[config.mk]
export PLATFORM = sky130hd
export DESIGN_NAME = uart_te_top
export DESIGN_NICKNAME = d
export VERILOG_FILES = /design/src/rtl/uart_te_pkg.sv /design/src/rtl/uart_te_ctrl.sv /design/src/rtl/uart_te_dp.sv /design/src/rtl/uart_te_top.sv
export SDC_FILE = /design/constraint.sdc
export NUM_CORES = 1
export LEC_CHECK = 0
export ABC_AREA = 0
export ABC_CLOCK_PERIOD_IN_PS = 5800
export BUFFER_PORTS_ARGS = -buffer_cell sky130_fd_sc_hd__buf_4
export CAP_MARGIN = 20
export CORE_UTILIZATION = 57
export CTS_CLUSTER_DIAMETER = 120
export DETAILED_ROUTE_END_ITERATION = 10
export GPL_ROUTABILITY_DRIVEN = 0
export PLACE_DENSITY = 0.77
export SLEW_MARGIN = 20
export SYNTH_ARGS = -nofsm -noshare
export SYNTH_HDL_FRONTEND = slang
export SYNTH_SLANG_ARGS = --single-unit
[constraint.sdc]
create_clock -name clk -period 5.8 [get_ports clk]
set_clock_uncertainty 0.1 [all_clocks]
set_input_delay 0.29 -clock clk [delete_from_list [all_inputs] [get_ports clk]]
set_output_delay 0.29 -clock clk [all_outputs]
set_load 0.05 [all_outputs]
[src/rtl/uart_te_pkg.sv]
package uart_te_pkg;

  // Word offsets of the register file
  localparam int OFS_STARTRX  = 0;
  localparam int OFS_STOPRX   = 1;
  localparam int OFS_STARTTX  = 2;
  localparam int OFS_STOPTX   = 3;
  localparam int OFS_SUSPEND  = 4;
  localparam int OFS_EV_RXRDY = 8;
  localparam int OFS_EV_TXRDY = 9;
  localparam int OFS_EV_ERR   = 10;
  localparam int OFS_EV_RXTO  = 11;
  localparam int OFS_MASK     = 16;
  localparam int OFS_MASKSET  = 17;
  localparam int OFS_MASKCLR  = 18;
  localparam int OFS_ERRSRC   = 19;
  localparam int OFS_ENABLE   = 20;
  localparam int OFS_TXDATA   = 21;
  localparam int OFS_BAUD     = 24;
  localparam int OFS_PIN0     = 32;

  localparam logic [31:0] ENABLE_KEY = 32'd4;

  // Mask bit positions
  localparam int MB_RXRDY = 0;
  localparam int MB_TXRDY = 1;
  localparam int MB_ERR   = 2;
  localparam int MB_RXTO  = 3;
  localparam int MASK_W   = 4;

  // Strobes from the control to the datapath
  typedef struct packed {
    logic wrMask;
    logic wrMaskSet;
    logic wrMaskClr;
    logic wrEvRx;
    logic wrEvTx;
    logic wrEvErr;
    logic wrEvTo;
    logic wrErrSrc;
    logic wrTxData;
    logic wrPin;
    logic wrBaud;
    logic setRxTo;
    logic txFinish;
  } ctlStrobes_t;

endpackage

[src/rtl/uart_te_ctrl.sv]
module uart_te_ctrl
  import uart_te_pkg::*;
#(
  parameter int ADDR_W  = 8,
  parameter int NUM_PIN = 4
) (
  input  logic              clk,
  input  logic              rstN,
  input  logic [ADDR_W-1:0] busAddr,
  input  logic              busWrEn,
  input  logic [31:0]       busWrData,
  input  logic              txDone,
  output ctlStrobes_t       strb,
  output logic              enabled,
  output logic              txStarted,
  output logic              rxStarted,
  output logic              txPending
);

  localparam logic [ADDR_W-1:0] A_STARTRX  = ADDR_W'(OFS_STARTRX);
  localparam logic [ADDR_W-1:0] A_STOPRX   = ADDR_W'(OFS_STOPRX);
  localparam logic [ADDR_W-1:0] A_STARTTX  = ADDR_W'(OFS_STARTTX);
  localparam logic [ADDR_W-1:0] A_STOPTX   = ADDR_W'(OFS_STOPTX);
  localparam logic [ADDR_W-1:0] A_SUSPEND  = ADDR_W'(OFS_SUSPEND);
  localparam logic [ADDR_W-1:0] A_EV_RXRDY = ADDR_W'(OFS_EV_RXRDY);
  localparam logic [ADDR_W-1:0] A_EV_TXRDY = ADDR_W'(OFS_EV_TXRDY);
  localparam logic [ADDR_W-1:0] A_EV_ERR   = ADDR_W'(OFS_EV_ERR);
  localparam logic [ADDR_W-1:0] A_EV_RXTO  = ADDR_W'(OFS_EV_RXTO);
  localparam logic [ADDR_W-1:0] A_MASK     = ADDR_W'(OFS_MASK);
  localparam logic [ADDR_W-1:0] A_MASKSET  = ADDR_W'(OFS_MASKSET);
  localparam logic [ADDR_W-1:0] A_MASKCLR  = ADDR_W'(OFS_MASKCLR);
  localparam logic [ADDR_W-1:0] A_ERRSRC   = ADDR_W'(OFS_ERRSRC);
  localparam logic [ADDR_W-1:0] A_ENABLE   = ADDR_W'(OFS_ENABLE);
  localparam logic [ADDR_W-1:0] A_TXDATA   = ADDR_W'(OFS_TXDATA);
  localparam logic [ADDR_W-1:0] A_BAUD     = ADDR_W'(OFS_BAUD);
  localparam int               PIN_LAST   = OFS_PIN0 + NUM_PIN - 1;

  logic wrLive;     // write while the port is on
  logic isOne;
  logic enOn, enOff;
  logic startTx, startRx, stopTx, stopRx;
  logic pinHit;

  assign wrLive = busWrEn && enabled;
  assign isOne  = (busWrData == 32'd1);
  assign pinHit = (int'(busAddr) >= OFS_PIN0) && (int'(busAddr) <= PIN_LAST);

  always_comb begin
    strb    = '0;
    enOn    = 1'b0;
    enOff   = 1'b0;
    startTx = 1'b0;
    startRx = 1'b0;
    stopTx  = 1'b0;
    stopRx  = 1'b0;

    // The enable word is reachable even while off
    if (busWrEn && busAddr == A_ENABLE) begin
      if (busWrData == ENABLE_KEY) begin
        enOn = 1'b1;
      end else if (busWrData == '0) begin
        enOff        = 1'b1;
        stopTx       = 1'b1;
        stopRx       = 1'b1;
        strb.setRxTo = 1'b1;
      end
    end

    if (wrLive) begin
      unique case (busAddr)
        A_STARTRX:  startRx = isOne;
        A_STARTTX:  startTx = isOne;
        A_STOPTX:   stopTx  = isOne;
        A_STOPRX: begin
          stopRx       = isOne;
          strb.setRxTo = isOne;
        end
        A_SUSPEND: begin
          stopTx       = isOne;
          stopRx       = isOne;
          strb.setRxTo = isOne;
        end
        A_EV_RXRDY: strb.wrEvRx    = 1'b1;
        A_EV_TXRDY: strb.wrEvTx    = 1'b1;
        A_EV_ERR:   strb.wrEvErr   = 1'b1;
        A_EV_RXTO:  strb.wrEvTo    = 1'b1;
        A_MASK:     strb.wrMask    = 1'b1;
        A_MASKSET:  strb.wrMaskSet = 1'b1;
        A_MASKCLR:  strb.wrMaskClr = 1'b1;
        A_ERRSRC:   strb.wrErrSrc  = 1'b1;
        A_TXDATA:   strb.wrTxData  = txStarted && !txPending;
        A_BAUD:     strb.wrBaud    = 1'b1;
        default:    strb.wrPin     = pinHit;
      endcase
    end

    strb.txFinish = txDone && txPending;
  end

  always_ff @(posedge clk) begin
    if (!rstN) begin
      enabled   <= 1'b0;
      txStarted <= 1'b0;
      rxStarted <= 1'b0;
      txPending <= 1'b0;
    end else begin
      if (enOn)       enabled <= 1'b1;
      else if (enOff) enabled <= 1'b0;

      if (stopTx)       txStarted <= 1'b0;
      else if (startTx) txStarted <= 1'b1;

      if (stopRx)       rxStarted <= 1'b0;
      else if (startRx) rxStarted <= 1'b1;

      if (strb.wrTxData)      txPending <= 1'b1;
      else if (strb.txFinish) txPending <= 1'b0;
    end
  end

  // the key value turns the port on
  p_enable_key_r1: assert property (@(posedge clk) disable iff (!rstN)
    (busWrEn && busAddr == A_ENABLE && busWrData == ENABLE_KEY) |=> enabled);

  // other nonzero values leave the state alone
  p_enable_hold_r1: assert property (@(posedge clk) disable iff (!rstN)
    (busWrEn && busAddr == A_ENABLE && busWrData != ENABLE_KEY && busWrData != '0)
      |=> $stable(enabled));

  // turning off halts both directions
  p_disable_halts_r2: assert property (@(posedge clk) disable iff (!rstN)
    (busWrEn && busAddr == A_ENABLE && busWrData == '0)
      |=> (!enabled && !txStarted && !rxStarted));

  // transmit starts only on a live write of exactly 1
  p_start_exact_r6: assert property (@(posedge clk) disable iff (!rstN)
    $rose(txStarted) |-> $past(wrLive && busAddr == A_STARTTX && busWrData == 32'd1));

  // a byte becomes pending only while transmit runs
  p_pending_needs_tx_r8: assert property (@(posedge clk) disable iff (!rstN)
    $rose(txPending) |-> $past(txStarted));

endmodule

[src/rtl/uart_te_dp.sv]
module uart_te_dp
  import uart_te_pkg::*;
#(
  parameter int          ADDR_W   = 8,
  parameter int          NUM_PIN  = 4,
  parameter int          ERRSRC_W = 4,
  parameter logic [31:0] PIN_RST  = 32'hFFFF_FFFF,
  parameter logic [31:0] BAUD_RST = 32'h0400_0000
) (
  input  logic              clk,
  input  logic              rstN,
  input  logic [ADDR_W-1:0] busAddr,
  input  logic [31:0]       busWrData,
  input  logic              busRdEn,
  input  ctlStrobes_t       strb,
  input  logic              enabled,
  input  logic              rxReady,
  input  logic              lineBreak,
  output logic [31:0]       busRdData,
  output logic [7:0]        txByte,
  output logic              irq
);

  localparam logic [ERRSRC_W-1:0] BREAK_BITS = ERRSRC_W'(3);

  logic [MASK_W-1:0]   mask;
  logic                evRx, evTx, evErr, evTo;
  logic [ERRSRC_W-1:0] errSrc;
  logic [31:0]         baudReg;
  logic [31:0]         pinReg [NUM_PIN];
  logic [31:0]         rdMux;
  logic [31:0]         pinRd;
  logic                wrNonZero;

  assign wrNonZero = (busWrData != '0);

  // Event flags: a hardware set wins over a software write in the same cycle
  always_ff @(posedge clk) begin
    if (!rstN) begin
      evRx  <= 1'b0;
      evTx  <= 1'b0;
      evErr <= 1'b0;
      evTo  <= 1'b0;
    end else begin
      if (rxReady)                      evRx <= 1'b1;
      else if (strb.wrEvRx && !wrNonZero) evRx <= 1'b0;

      if (strb.txFinish)   evTx <= 1'b1;
      else if (strb.wrEvTx) evTx <= wrNonZero;

      if (lineBreak)         evErr <= 1'b1;
      else if (strb.wrEvErr) evErr <= wrNonZero;

      if (strb.setRxTo)     evTo <= 1'b1;
      else if (strb.wrEvTo) evTo <= wrNonZero;
    end
  end

  always_ff @(posedge clk) begin
    if (!rstN) begin
      mask    <= '0;
      errSrc  <= '0;
      txByte  <= '0;
      baudReg <= BAUD_RST;
    end else begin
      if (strb.wrMask)         mask <= busWrData[MASK_W-1:0];
      else if (strb.wrMaskSet) mask <= mask | busWrData[MASK_W-1:0];
      else if (strb.wrMaskClr) mask <= mask & ~busWrData[MASK_W-1:0];

      errSrc <= (errSrc & ~(strb.wrErrSrc ? busWrData[ERRSRC_W-1:0] : '0))
              | (lineBreak ? BREAK_BITS : '0);

      if (strb.wrTxData) txByte  <= busWrData[7:0];
      if (strb.wrBaud)   baudReg <= busWrData;
    end
  end

  for (genvar g = 0; g < NUM_PIN; g++) begin : gPin
    always_ff @(posedge clk) begin
      if (!rstN)
        pinReg[g] <= PIN_RST;
      else if (strb.wrPin && int'(busAddr) == OFS_PIN0 + g)
        pinReg[g] <= busWrData;
    end
  end

  always_comb begin
    pinRd = '0;
    for (int k = 0; k < NUM_PIN; k++)
      if (int'(busAddr) == OFS_PIN0 + k) pinRd = pinReg[k];
  end

  always_comb begin
    unique case (int'(busAddr))
      OFS_EV_RXRDY: rdMux = {31'd0, evRx};
      OFS_EV_TXRDY: rdMux = {31'd0, evTx};
      OFS_EV_ERR:   rdMux = {31'd0, evErr};
      OFS_EV_RXTO:  rdMux = {31'd0, evTo};
      OFS_MASK,
      OFS_MASKSET,
      OFS_MASKCLR:  rdMux = 32'(mask);
      OFS_ERRSRC:   rdMux = 32'(errSrc);
      OFS_ENABLE:   rdMux = ENABLE_KEY;
      OFS_TXDATA:   rdMux = {24'd0, txByte};
      OFS_BAUD:     rdMux = baudReg;
      default:      rdMux = pinRd;
    endcase
  end

  always_ff @(posedge clk) begin
    if (!rstN)
      busRdData <= '0;
    else
      busRdData <= (busRdEn && enabled) ? rdMux : '0;
  end

  assign irq = (evRx  && mask[MB_RXRDY]) || (evTx && mask[MB_TXRDY])
            || (evErr && mask[MB_ERR])   || (evTo && mask[MB_RXTO]);

  // nothing leaks out while the port is off
  p_off_reads_zero_r3: assert property (@(posedge clk) disable iff (!rstN)
    (busRdEn && !enabled) |=> (busRdData == '0));

  // bits written to the set alias end up in the mask
  p_mask_set_r4: assert property (@(posedge clk) disable iff (!rstN)
    strb.wrMaskSet |=> ((mask & $past(busWrData[MASK_W-1:0])) == $past(busWrData[MASK_W-1:0])));

  // a line break latches the error source and the error event
  p_break_latch_r9: assert property (@(posedge clk) disable iff (!rstN)
    lineBreak |=> (evErr && errSrc[1:0] == 2'b11));

  // receive-ready survives anything but its own clearing write
  p_rxrdy_sticky_r10: assert property (@(posedge clk) disable iff (!rstN)
    (evRx && !strb.wrEvRx) |=> evRx);

endmodule

[src/rtl/uart_te_top.sv]
module uart_te_top
  import uart_te_pkg::*;
#(
  parameter int          ADDR_W   = 8,
  parameter int          NUM_PIN  = 4,
  parameter int          ERRSRC_W = 4,
  parameter logic [31:0] PIN_RST  = 32'hFFFF_FFFF,
  parameter logic [31:0] BAUD_RST = 32'h0400_0000
) (
  input  logic              clk,
  input  logic              rstN,
  input  logic [ADDR_W-1:0] busAddr,
  input  logic              busWrEn,
  input  logic [31:0]       busWrData,
  input  logic              busRdEn,
  output logic [31:0]       busRdData,
  output logic [7:0]        txByte,
  output logic              txValid,
  input  logic              txDone,
  output logic              txStarted,
  output logic              rxStarted,
  input  logic              rxReady,
  input  logic              lineBreak,
  output logic              irq
);

  ctlStrobes_t strb;
  logic        enabled;

  uart_te_ctrl #(.ADDR_W(ADDR_W), .NUM_PIN(NUM_PIN)) uCtrl (
    .clk       (clk),
    .rstN      (rstN),
    .busAddr   (busAddr),
    .busWrEn   (busWrEn),
    .busWrData (busWrData),
    .txDone    (txDone),
    .strb      (strb),
    .enabled   (enabled),
    .txStarted (txStarted),
    .rxStarted (rxStarted),
    .txPending (txValid)
  );

  uart_te_dp #(
    .ADDR_W(ADDR_W), .NUM_PIN(NUM_PIN), .ERRSRC_W(ERRSRC_W),
    .PIN_RST(PIN_RST), .BAUD_RST(BAUD_RST)
  ) uDp (
    .clk       (clk),
    .rstN      (rstN),
    .busAddr   (busAddr),
    .busWrData (busWrData),
    .busRdEn   (busRdEn),
    .strb      (strb),
    .enabled   (enabled),
    .rxReady   (rxReady),
    .lineBreak (lineBreak),
    .busRdData (busRdData),
    .txByte    (txByte),
    .irq       (irq)
  );

endmodule

Yosys cells after proc, flatten, opt, wreduce, memory -nomap -nowiden --
Memory sizes are Yosys's and may differ from the RTL's. Cells that the tools add are included.
Word-level totals: register bits after elaboration 88, RAM bits 128, bits of input ports 47, output and inout port bits 44, word-level logic and storage cells 149, memories 1
Operators by class: order comparisons 2, equal/unequal tests 21, mux-type cells 64, bitwise operators 11, reduce and logical (&&, ||, !) cells 37
Memory list:
- uDp.pinReg | words 4, width 32, rd ports 4, clocked after memory_dff 0, write ports 4, line uart_te_dp.sv:30 | logic [31:0] pinReg [NUM_PIN];
Operators with widths (count):
- 32-bit one-hot mux with 9 select lines | 1
- 32-bit 2-to-1 mux | 8
- 8-bit by 5-bit equality test with 1-bit output (second input constant) | 7
- 1-bit 2-to-1 mux | 49
- 32-bit by 1-bit equality test with 1-bit output (second input constant) | 1
- 32-bit by 3-bit equality test with 1-bit output (second input constant) | 1
- 8-bit by 4-bit equality test with 1-bit output (second input constant) | 4
- 8-bit by 7-bit equality test with 1-bit output (second input constant) | 4
- 32-bit logical NOT | 1
- 32-bit nonzero test | 1
- 8-bit by 2-bit equality test with 1-bit output (second input constant) | 2
- 4-bit 2-to-1 mux | 4
- 1-bit logical AND | 15
- 15-bit OR reduction | 1
- 12-bit 2-to-1 mux | 1
- 2-bit nonzero test | 6
- 4-bit AND | 2
- 8-bit by 1-bit equality test with 1-bit output (second input constant) | 1
- 8-bit by 3-bit equality test with 1-bit output (second input constant) | 1
- 8-bit by 6-bit greater-or-equal comparator with 1-bit output (second input constant) | 1
- 8-bit by 6-bit less-or-equal comparator with 1-bit output (second input constant) | 1
- 8-bit logical NOT | 1
- 4-bit inverter | 2
- 4-bit bitwise OR | 2
- 9 further kinds | 18

Depth between registers and ports, before layout --
depth in word-level cells 11, gate-level depth with buffers 7, gate-level depth less buffers 4

Modules after synthesis --
From an unflattened synthesis, not the netlist that was laid out.
Second synthesis, totals: cells, all modules 747, area, all modules 9477.8 um^2
Modules (own cells, without submodules):
- uart_te_dp | instances 1, cells each 676, area an instance 8959.8 um^2, sequential area each 5525.3 um^2
- uart_te_ctrl | instances 1, cells each 71, area an instance 518.0 um^2, sequential area each 80.1 um^2

Worst setup path before layout --
Ideal clock, no wire load.
path kind input to register, from in busAddr[7], to mem uDp.pinReg[0][0], enable pin, library setup time 0.470 ns, arrival 3.873 ns, data required time 5.230 ns, slack 1.357 ns, stages on the path 6, path buffers 2, path through or4b_1 buf_4 nor2_2 buf_2 nand2_1 o31ai_1
RTL lines:
- start: declaration | line uart_te_top.sv:12 | input logic [ADDR_W-1:0] busAddr,
- end: declaration | line uart_te_dp.sv:30

Final worst setup path --
from in busAddr[7], to reg uDp.baudReg[15]
On the way: word-level cells in the longest chain between the ends 3
RTL lines:
- 8-bit by 5-bit equality test with 1-bit output | line uart_te_ctrl.sv:70 | unique case (busAddr)
- 1-bit 2-to-1 mux | line uart_te_ctrl.sv:70
- 12-bit 2-to-1 mux | line uart_te_ctrl.sv:69 | if (wrLive) begin
- end signal: assignment | line uart_te_dp.sv:74 | if (strb.wrBaud) baudReg <= busWrData;
- end: declaration | line uart_te_dp.sv:29 | logic [31:0] baudReg;
No other way between the ends. A chain may end at the register's enable or synchronous reset.

==> impl_metrics.yaml <==
die:
  die-height_um: 130.6
  initial_utilization_pct: 58.88
  ios: 91
  dieWidth_um: 130.6
  die_area_sq_um: 17050
  core_area_sq_um: 16000
  std_cell_rows: 46
place:
  detailedPlacementHpwl_mm: 13.27
  placement.io_buffers: 90
  dpl.cell_count: 1113
  pre_cts_ws_ps: 2628
logic_synthesis:
  synthTopCellsByCount: "sky130_fd_sc_hd__nand2_1, sky130_fd_sc_hd__edfxtp_1, sky130_fd_sc_hd__or2_1, sky130_fd_sc_hd__dfxtp_1, sky130_fd_sc_hd__a21oi_1"
  synth_most_common_cell: "sky130_fd_sc_hd__nand2_1"
  post_synth_num_cell_types: 60
  post_synthesis_sequential_area_ratio_pct: 59.50
  async_reset_ff_share_pct: 0
  postSynth.topFlopCell: "sky130_fd_sc_hd__edfxtp_1"
  synth_enable_flop_cells: 128
  syn-mean-instance-area_sq_um: 10.98
  ys.warnings.count: 0
  syn-cell-area_sq_um: 9422
  synthTopCellsByArea: "sky130_fd_sc_hd__edfxtp_1, sky130_fd_sc_hd__dfxtp_1, sky130_fd_sc_hd__or2_1, sky130_fd_sc_hd__nand2_1, sky130_fd_sc_hd__mux2i_1"
  synthesis.nets: 905
  post-synth-top-area-cell: "sky130_fd_sc_hd__edfxtp_1"
  yosysTopAreaCellShare_pct: 40.80
  syn-instance-count: 858
  synth-seq-cells: 216
drt:
  routed-via-count: 6928
  routed.top_layer: "met4"
  first_pass_iteration_count_of_the_detailed_router: 5
  route.detailed.drc: 0
  dr.first_iter.drc_count: 621
  routed_via_density: 5.802
  drt-met1-wl_mm: 9.381
  drt_wl_total_mm: 22.76
  ant_nets: 0
  wire_per_inst_um: 19.06
  detailroute.wirelength.met3_mm: 1.846
  detailroute.wirelength.met2_mm: 11.10
cts:
  post_cts.repair.setup_buffers: 0
  cts_max_level: 1
  hold_buffers: 36
  tritoncts: "done"
  cts_buffers: 23
  clock_insertion_delay_worst_skew_ps: 510
  clk_root_buf: "sky130_fd_sc_hd__clkbuf_16"
  cts.sink_count: 216
  clk_transition_reported_paths_ps: 60
  ctsResizeCount: 0
  clock_path_buffers: 3
layout:
  fin_util_pct: 71.09
  nNetsFinal: 1008
  antenna_cells: 0
  post_route_cells_drive_above_1_share_pct: 17.89
  layout.cells.non_filler: 1194
  layout-area-overhead-vs-synth_pct: 20.73
setup_path:
  reg2reg_slack_ps: 3370
  crit-reg2reg-launch: "uCtrl.enabled"
  start_kind: "input pin"
  critical_path.max_fanout: 18
  critPathArrivalTime_ps: 2800
  critical_path.endpoint_type: "flip-flop"
  cp.required_ps: 6060
  worstReg2RegEnd: "uDp.baudReg[15]"
  worstSetupPathType: "input pin to flip-flop"
  timing.reg2reg.worst_path_depth: 5
global_routing:
  antenna_found_initial: 0
  gr-usage-all-layers_pct: 27.32
  via_count_of_the_first_global_routing_pass: 6604
  wire_length_of_the_first_global_routing_pass_mm: 35.25
  grt_max_degree: 48
  overflow: 0
status:
  result_of_the_run: "complete, no violations"
power:
  leakage_uw: 0.003567
  cellPowerDensity_nw_per_um2: 286.5
  report.power.total_uw: 3259
  peakVddDrop_mv: 0.2035
timing:
  setup_viol: 0
  final_period_minus_worst_setup_slack_ps: 2537
  timing.fmax_ghz: 0.3942
  slew_viol_final: 0
  final_hold_viol_count: 0
  slew_headroom_pct: 32.11
  fin_ws_ps: 3263
  finalCritPeriodShare_pct: 43.74
  timing.setup.tns_ps: 0
  timing_worst_slew_pin_value_ps: 1015
  rsz_0062_raised_after_global_routing: "false"
min_path:
  hold-path-endpoint: "uDp.baudReg[0]"
  hold_path_class: "input pin to flip-flop"
  min_from: "busWrData[0]"
  min_path_cells: 3
run:
  timing.max_cap.violations: 0
metal layers:
layer | GRT usage [%] | up-vias
met5 | 0 | -
met4 | 8.654 | 0
met3 | 4.235 | 44
met2 | 45.56 | 308
met1 | 36.83 | 3338
li1 | - | 3238
through the flow:
step	cell area [sq um]	hold WS (ps)
6_report	11370	20.42
4_1_cts	11290	5.151
2_1_floorplan	9422	298.6
3_5_place_dp	10170	330.0
3_3_place_gp	10170	320.1
5_1_grt	11370	20.06
cells in the final DEF (no fill, tap or decap), types with 35 or more instances in the layout:
cell type	count
sky130_fd_sc_hd__buf_4	100
sky130_fd_sc_hd__mux2i_1	35
sky130_fd_sc_hd__nand2b_1	35
sky130_fd_sc_hd__nor2_1	39
sky130_fd_sc_hd__edfxtp_1	128
sky130_fd_sc_hd__dfxtp_1	88
sky130_fd_sc_hd__a21oi_1	41
sky130_fd_sc_hd__nand2_1	130
sky130_fd_sc_hd__or2_1	90
sky130_fd_sc_hd__dlygate4sd3_1	36
power breakdown:
part           total (uW)  internal, uW  switching, uW
clock                1460           876            588
combinational         172          71.2            101
sequential           1620          1620           1.96
cells by family (layout without fill, tap and decap cells):
| group | Yosys count | count (layout) | share of synthesized area [%] |
|---|---|---|---|
| buf+inv | 64 | 184 | 3.506 |
| simple gates | 390 | 390 | 22.32 |
| mux | 44 | 44 | 5.153 |
| xor+xnor | 1 | 1 | 0.09298 |
| flops | 216 | 216 | 59.50 |
| compound gates | 143 | 143 | 9.429 |
area by class of cell:
type / instances / area, sq um
tap: 216 / 270.3
multi-input combinational: 578 / 3536
fill: 1149 / 4626
inverter: 3 / 11.26
clock inverter: 9 / 105.1
clock buffer: 33 / 653.1
timing repair buffer: 139 / 1194
sequential: 216 / 5605
flip-flops by register name, summed over array words and instances, names as in the netlist, 4 cells and up, named ones only:
register       count
uDp.baudReg       32
uDp.busRdData     32
uDp.errSrc         4
uDp.pinReg       128
uDp.txByte         8
worst max-delay path, stage by stage:
cell and delay, ps:
sky130_fd_sc_hd__buf_4 130, sky130_fd_sc_hd__nor4b_2 720, sky130_fd_sc_hd__nand4_1 950, sky130_fd_sc_hd__buf_4 540
sky130_fd_sc_hd__nand2_1 100, sky130_fd_sc_hd__a21oi_1 60
worst max-delay path by stage:
| stage | end | slack [ps] | start | cells after the start |
|---|---|---|---|---|
| floorplan | uDp.pinReg[0][0] | 1360 | busAddr[7] | 6 |
| detailed placement | uDp.pinReg[3][17] | 2630 | busAddr[7] | 5 |
| finish | uDp.baudReg[15] | 3260 | busAddr[7] | 6 |
| global placement | uDp.pinReg[3][14] | 2730 | busAddr[7] | 5 |
| global route | uDp.baudReg[15] | 3120 | busAddr[7] | 6 |
| CTS | uDp.pinReg[3][20] | 3160 | busAddr[7] | 5 |
No activity file was read; power rests on OpenSTA's default activity.
